===== src/rtl/byp_pkg.sv =====
package byp_pkg;

  localparam int SEL_W = 2;

  typedef enum logic [SEL_W-1:0] {
    SEL_RF       = 2'd0,
    SEL_MEM1_ALU = 2'd1,
    SEL_LWB_LOAD = 2'd2,
    SEL_MEM2_ALU = 2'd3
  } byp_sel_e;

endpackage


===== src/rtl/byp_hit.sv =====
module byp_hit #(
  parameter int AW = 5
) (
  input  logic [AW-1:0] src,
  input  logic [AW-1:0] dest,
  input  logic          wen,
  output logic          hit
);

  // a producer counts only if it writes a real register
  assign hit = wen && (dest != '0) && (dest == src);

endmodule


===== src/rtl/byp_pick.sv =====
module byp_pick
  import byp_pkg::*;
#(
  parameter int AW    = 5,
  parameter int NPROD = 3,
  // per-slot code for an ALU producer and for a load producer; slot 0 is youngest
  parameter logic [NPROD-1:0][SEL_W-1:0] ALU_CODE  = {2'd0, 2'd3, 2'd1},
  parameter logic [NPROD-1:0][SEL_W-1:0] LOAD_CODE = {2'd2, 2'd0, 2'd0}
) (
  input  logic [AW-1:0]            src,
  input  logic [NPROD-1:0][AW-1:0] dest,
  input  logic [NPROD-1:0]         wen,
  input  logic [NPROD-1:0]         is_load,
  output byp_sel_e                 sel
);

  logic [NPROD-1:0] hit;

  for (genvar g = 0; g < NPROD; g++) begin : g_slot
    byp_hit #(.AW(AW)) i_hit (
      .src  (src),
      .dest (dest[g]),
      .wen  (wen[g]),
      .hit  (hit[g])
    );
  end

  // oldest first, so the youngest matching slot is written last and wins
  always_comb begin
    sel = SEL_RF;
    for (int i = NPROD - 1; i >= 0; i--) begin
      if (hit[i]) begin
        sel = is_load[i] ? byp_sel_e'(LOAD_CODE[i]) : byp_sel_e'(ALU_CODE[i]);
      end
    end
  end

  always_comb begin
    AST_SRC_ZERO_RF: assert (src != '0 || sel == SEL_RF)
      else $error("register 0 was bypassed");
  end

  logic any_raw_match;
  always_comb begin
    any_raw_match = 1'b0;
    for (int i = 0; i < NPROD; i++) begin
      any_raw_match = any_raw_match | (wen[i] && dest[i] == src);
    end
  end

  always_comb begin
    AST_NO_MATCH_RF: assert (any_raw_match || sel == SEL_RF)
      else $error("bypass chosen without a writing producer");
  end

endmodule


===== src/rtl/operand_bypass_sel.sv =====
module operand_bypass_sel
  import byp_pkg::*;
#(
  parameter int AW = 5
) (
  input  logic [AW-1:0]    mem1_dest,
  input  logic             mem1_wen,
  input  logic             mem1_load,
  input  logic [AW-1:0]    mem2_dest,
  input  logic             mem2_wen,
  input  logic             mem2_load,
  input  logic [AW-1:0]    lwb_dest,
  input  logic             lwb_wen,
  input  logic             lwb_load,
  input  logic [AW-1:0]    ex1_rs1,
  input  logic [AW-1:0]    ex1_rs2,
  input  logic [AW-1:0]    mem1_st_src,
  output logic [SEL_W-1:0] ex1_sel_a,
  output logic [SEL_W-1:0] ex1_sel_b,
  output logic [SEL_W-1:0] mem1_sel_st
);

  localparam int NPROD  = 3;
  localparam int NEX1OP = 2;

  // slot order: 0 = MEM1 (youngest), 1 = MEM2, 2 = LWB
  logic [NPROD-1:0][AW-1:0] slot_dest;
  logic [NPROD-1:0]         slot_wen;
  logic [NPROD-1:0]         slot_load;

  assign slot_dest = {lwb_dest, mem2_dest, mem1_dest};
  assign slot_wen  = {lwb_wen,  mem2_wen,  mem1_wen};
  assign slot_load = {lwb_load, mem2_load, mem1_load};

  logic [NEX1OP-1:0][AW-1:0] ex1_src;
  byp_sel_e                  ex1_sel [NEX1OP];

  assign ex1_src = {ex1_rs2, ex1_rs1};

  for (genvar op = 0; op < NEX1OP; op++) begin : g_ex1_op
    byp_pick #(
      .AW        (AW),
      .NPROD     (NPROD),
      .ALU_CODE  ({SEL_RF,       SEL_MEM2_ALU, SEL_MEM1_ALU}),
      .LOAD_CODE ({SEL_LWB_LOAD, SEL_RF,       SEL_RF})
    ) i_pick (
      .src     (ex1_src[op]),
      .dest    (slot_dest),
      .wen     (slot_wen),
      .is_load (slot_load),
      .sel     (ex1_sel[op])
    );
  end

  assign ex1_sel_a = ex1_sel[0];
  assign ex1_sel_b = ex1_sel[1];

  // store data in MEM1 only sees the instruction directly ahead, now in MEM2
  byp_sel_e st_sel;

  byp_pick #(
    .AW        (AW),
    .NPROD     (1),
    .ALU_CODE  ({SEL_MEM2_ALU}),
    .LOAD_CODE ({SEL_RF})
  ) i_store_pick (
    .src     (mem1_st_src),
    .dest    (mem2_dest),
    .wen     (mem2_wen),
    .is_load (mem2_load),
    .sel     (st_sel)
  );

  assign mem1_sel_st = st_sel;

  logic m1_a, m2_a;
  assign m1_a = mem1_wen && mem1_dest == ex1_rs1;
  assign m2_a = mem2_wen && mem2_dest == ex1_rs1;

  always_comb begin
    AST_MEM1_ALU_SRC: assert (ex1_sel_a != SEL_MEM1_ALU || (m1_a && !mem1_load))
      else $error("code 1 without ALU producer in MEM1");
    AST_MEM2_ALU_SRC: assert (ex1_sel_a != SEL_MEM2_ALU || (m2_a && !mem2_load && !m1_a))
      else $error("code 3 without youngest ALU producer in MEM2");
    AST_LWB_LOAD_SRC: assert (ex1_sel_a != SEL_LWB_LOAD ||
                              (lwb_wen && lwb_load && lwb_dest == ex1_rs1 && !m1_a && !m2_a))
      else $error("code 2 without youngest load in LWB");
    AST_STORE_CODES: assert (mem1_sel_st == SEL_RF || mem1_sel_st == SEL_MEM2_ALU)
      else $error("store data used an EX1-only code");
  end

endmodule


===== config.mk =====
export PLATFORM = sky130hd
export DESIGN_NAME = operand_bypass_sel
export DESIGN_NICKNAME = d
export VERILOG_FILES = /design/src/rtl/byp_pkg.sv /design/src/rtl/byp_hit.sv /design/src/rtl/byp_pick.sv /design/src/rtl/operand_bypass_sel.sv
export SDC_FILE = /design/constraint.sdc
export NUM_CORES = 1
export LEC_CHECK = 0
export ABC_AREA = 1
export CORE_UTILIZATION = 45
export DETAILED_ROUTE_END_ITERATION = 10
export PLACE_DENSITY = 0.89
export SLEW_MARGIN = 20
export SYNTH_ARGS = -nofsm -noshare
export SYNTH_HDL_FRONTEND = slang
export SYNTH_HIERARCHICAL = 1
export SYNTH_SLANG_ARGS = --single-unit

===== constraint.sdc =====
create_clock -name vclk -period 1.8
set_clock_uncertainty 0.05 [all_clocks]
set_input_delay 0.45 -clock vclk [all_inputs]
set_output_delay 0.45 -clock vclk [all_outputs]
set_load 0.05 [all_outputs]

==> flow_metrics.py <==
metrics = {
    "logic_synthesis": {
        "synth_top_family_by_area": "simple AND/OR/NAND/NOR gates",
        "mappedNetlistArea_um2": 915,
        "synthAdderAreaFrac": 0,
        "synthesis.nets": 264,
        "synthSimpleGateAreaFrac": 0.628,
        "avgSynthCellArea_um2": 4.01,
        "synth_xor_area_frac": 0,
        "synthMuxAreaShare": 0,
        "synth_cell_types": 8,
        "ys_seq_area_frac": 0,
        "synthCells": 228,
        "ys.warnings.count": 6,
        "synth_compound_area_frac": 0.0766,
    },
    "die": {
        "dieArea_mm2": 0.00222,
        "ios": 42,
        "die_w_um": 47.1,
        "die_h_um": 47.1,
        "start_util": 0.502,
        "std_cell_rows": 15,
        "fp.coreArea_mm2": 0.00182,
    },
    "placement": {
        "io_buffers": 42,
        "gp_congestion": 0.898,
        "dpl.hpwl_um": 2400,
        "place_ws_ns": -0.699,
    },
    "sta": {
        "worst_slew_pin_slew_ns": 0.176,
        "finalMaxSlewViolations": 0,
        "min_period_over_period": 1.12,
        "fin_crit_ns": 2.02,
        "rsz0062_at_grt": "true",
        "fin_hold_ws_ns": 1.40,
        "fmax_mhz": 494,
        "final.setup.worst_slack_ns": -0.225,
        "setup_viol": 6,
        "setup_tns_ns": -0.952,
        "finalHoldViolCount": 0,
        "maxSlewHeadroom": 0.882,
    },
    "drt": {
        "drc": 0,
        "avgRoutedWirePerCell_um": 11.3,
        "ant_nets": 0,
        "drtPass1Iterations": 4,
        "via_per_inst": 4.73,
        "finalWirelength_um": 3540,
        "drt-initial-drc-count": 28,
        "vias": 1477,
    },
    "layout": {
        "seq_cell_count": 0,
        "seq_area_um2": 0,
        "diodes": 0,
        "layout_commonest_cell": "nand2_1",
        "final_util": 0.908,
        "drive_gt1_frac": 0.380,
        "syn_to_final_growth_pct": 80.7,
        "most-common-layout-cells": "nand2_1 (81), inv_1 (59), buf_4 (18), nor2_2 (15), buf_2 (15)",
        "n_fill_cell": 94,
        "multiInputGateArea_um2": 796,
        "num-nets-final": 325,
        "n_clock_buffer": 0,
    },
    "grt": {
        "grtUsageTotal": 0.291,
        "overflow": 0,
        "antenna_found_initial": 0,
        "grt_max_degree": 8,
        "grt_pass1_wl_um": 4800,
        "grt_pass1_vias": 1318,
    },
    "power_and_ir_drop": {
        "clockPowerShare": 0,
        "p_int_w": 0.000157,
        "p_sw_frac": 0.545,
        "worst_ir_drop_vdd_mv": 0.155,
        "p_seq_frac": 0,
        "comb_power_share": 1.000,
        "power_w": 0.000344,
        "leakage_nw": 1.04,
        "p_per_area_mw_per_mm2": 208,
        "switchingPower_w": 0.000188,
    },
    "cts": {
        "cts_hold_buf": 0,
    },
    "hold_path": {
        "hp-class": "primary input to output port",
    },
    "critical_path": {
        "path_class": "primary input to output port",
        "critPathCaptureType": "output port",
        "arrival_ns": 1.52,
        "critPathMaxFanout": 4,
        "cp-start-kind": "primary input",
        "required_ns": 1.30,
    },
    "outcome": {
        "violations": "negative setup slack",
        "status": "finished, violations left",
    },
    "flow_run": {
        "maxCapViolations": 0,
    },
}
-- layer usage --
layer | vias to the layer above | routed length (um) | GRT usage
li1 | 763 | - | -
met1 | 657 | 1420 | 0.357
met2 | 51 | 1900 | 0.578
met3 | 6 | 192 | 0.00769
met4 | 0 | 38 | 0.0229
met5 | - | 0 | 0
-- path summary, 6_finish.rpt --
check / slack [ns] / cells past startpoint / end / startpoint
max: -0.22 / 10 / ex1_sel_a[1] / mem2_dest[0]
min: 1.40 / 9 / mem1_sel_st[0] / mem1_st_src[3]
-- layout make-up --
type | count | share of cell area
inverters | 70 | 0.159
multi-input cells | 157 | 0.481
well taps | 25 | 0.0189
repair buffers | 60 | 0.341
-- critical path, stage by stage --
cell and delay (ns):
buf_8 0.10, buf_6 0.11, nor2_2 0.10, nand3_1 0.09
a21oi_2 0.18, nor2_4 0.06, nor2_1 0.13, nand2_1 0.08
nand2_2 0.09, buf_12 0.13
-- metrics by stage --
| step | instance area [um^2] | instances |
|---|---|---|
| 2_1_floorplan | 923 | 228 |
| 3_3_place_gp | 1560 | 312 |
| 3_5_place_dp | 1560 | 312 |
| 4_1_cts | 1510 | 312 |
| 5_1_grt | 1650 | 312 |
| 6_report | 1650 | 312 |
-- cell families (layout without fill, tap and decap cells) --
logic type	Yosys count	in the layout
buf+inv	71	130
simple gates	143	143
compound gates	14	14
-- power groups by stage --
stage	clock, W	combinational, W	sequential [W]
after detailed placement	0	0.000305	0
final	0	0.000344	0
after floorplan	0	0.000131	0
after global routing	0	0.000378	0
after global placement	0	0.000299	0
after CTS	0	0.000296	0
-- Yosys cell counts --
cell type	number	area share
inv_1	70	0.29
nand2_1	94	0.39
nor2_1	27	0.11
buf_4	1	0.0082
nor2_2	8	0.055
o21ai_1	7	0.038
nand3_1	14	0.077
a21oi_1	7	0.038
-- repair_timing --
action | 4_1_cts | 5_1_grt
endpoints found under the setup margin | 6 | 6
buffers inserted | 0 | 0
pin swaps | 44 | 34
gates resized for setup | 157 | 53
Power figures use the tool's default switching activity.
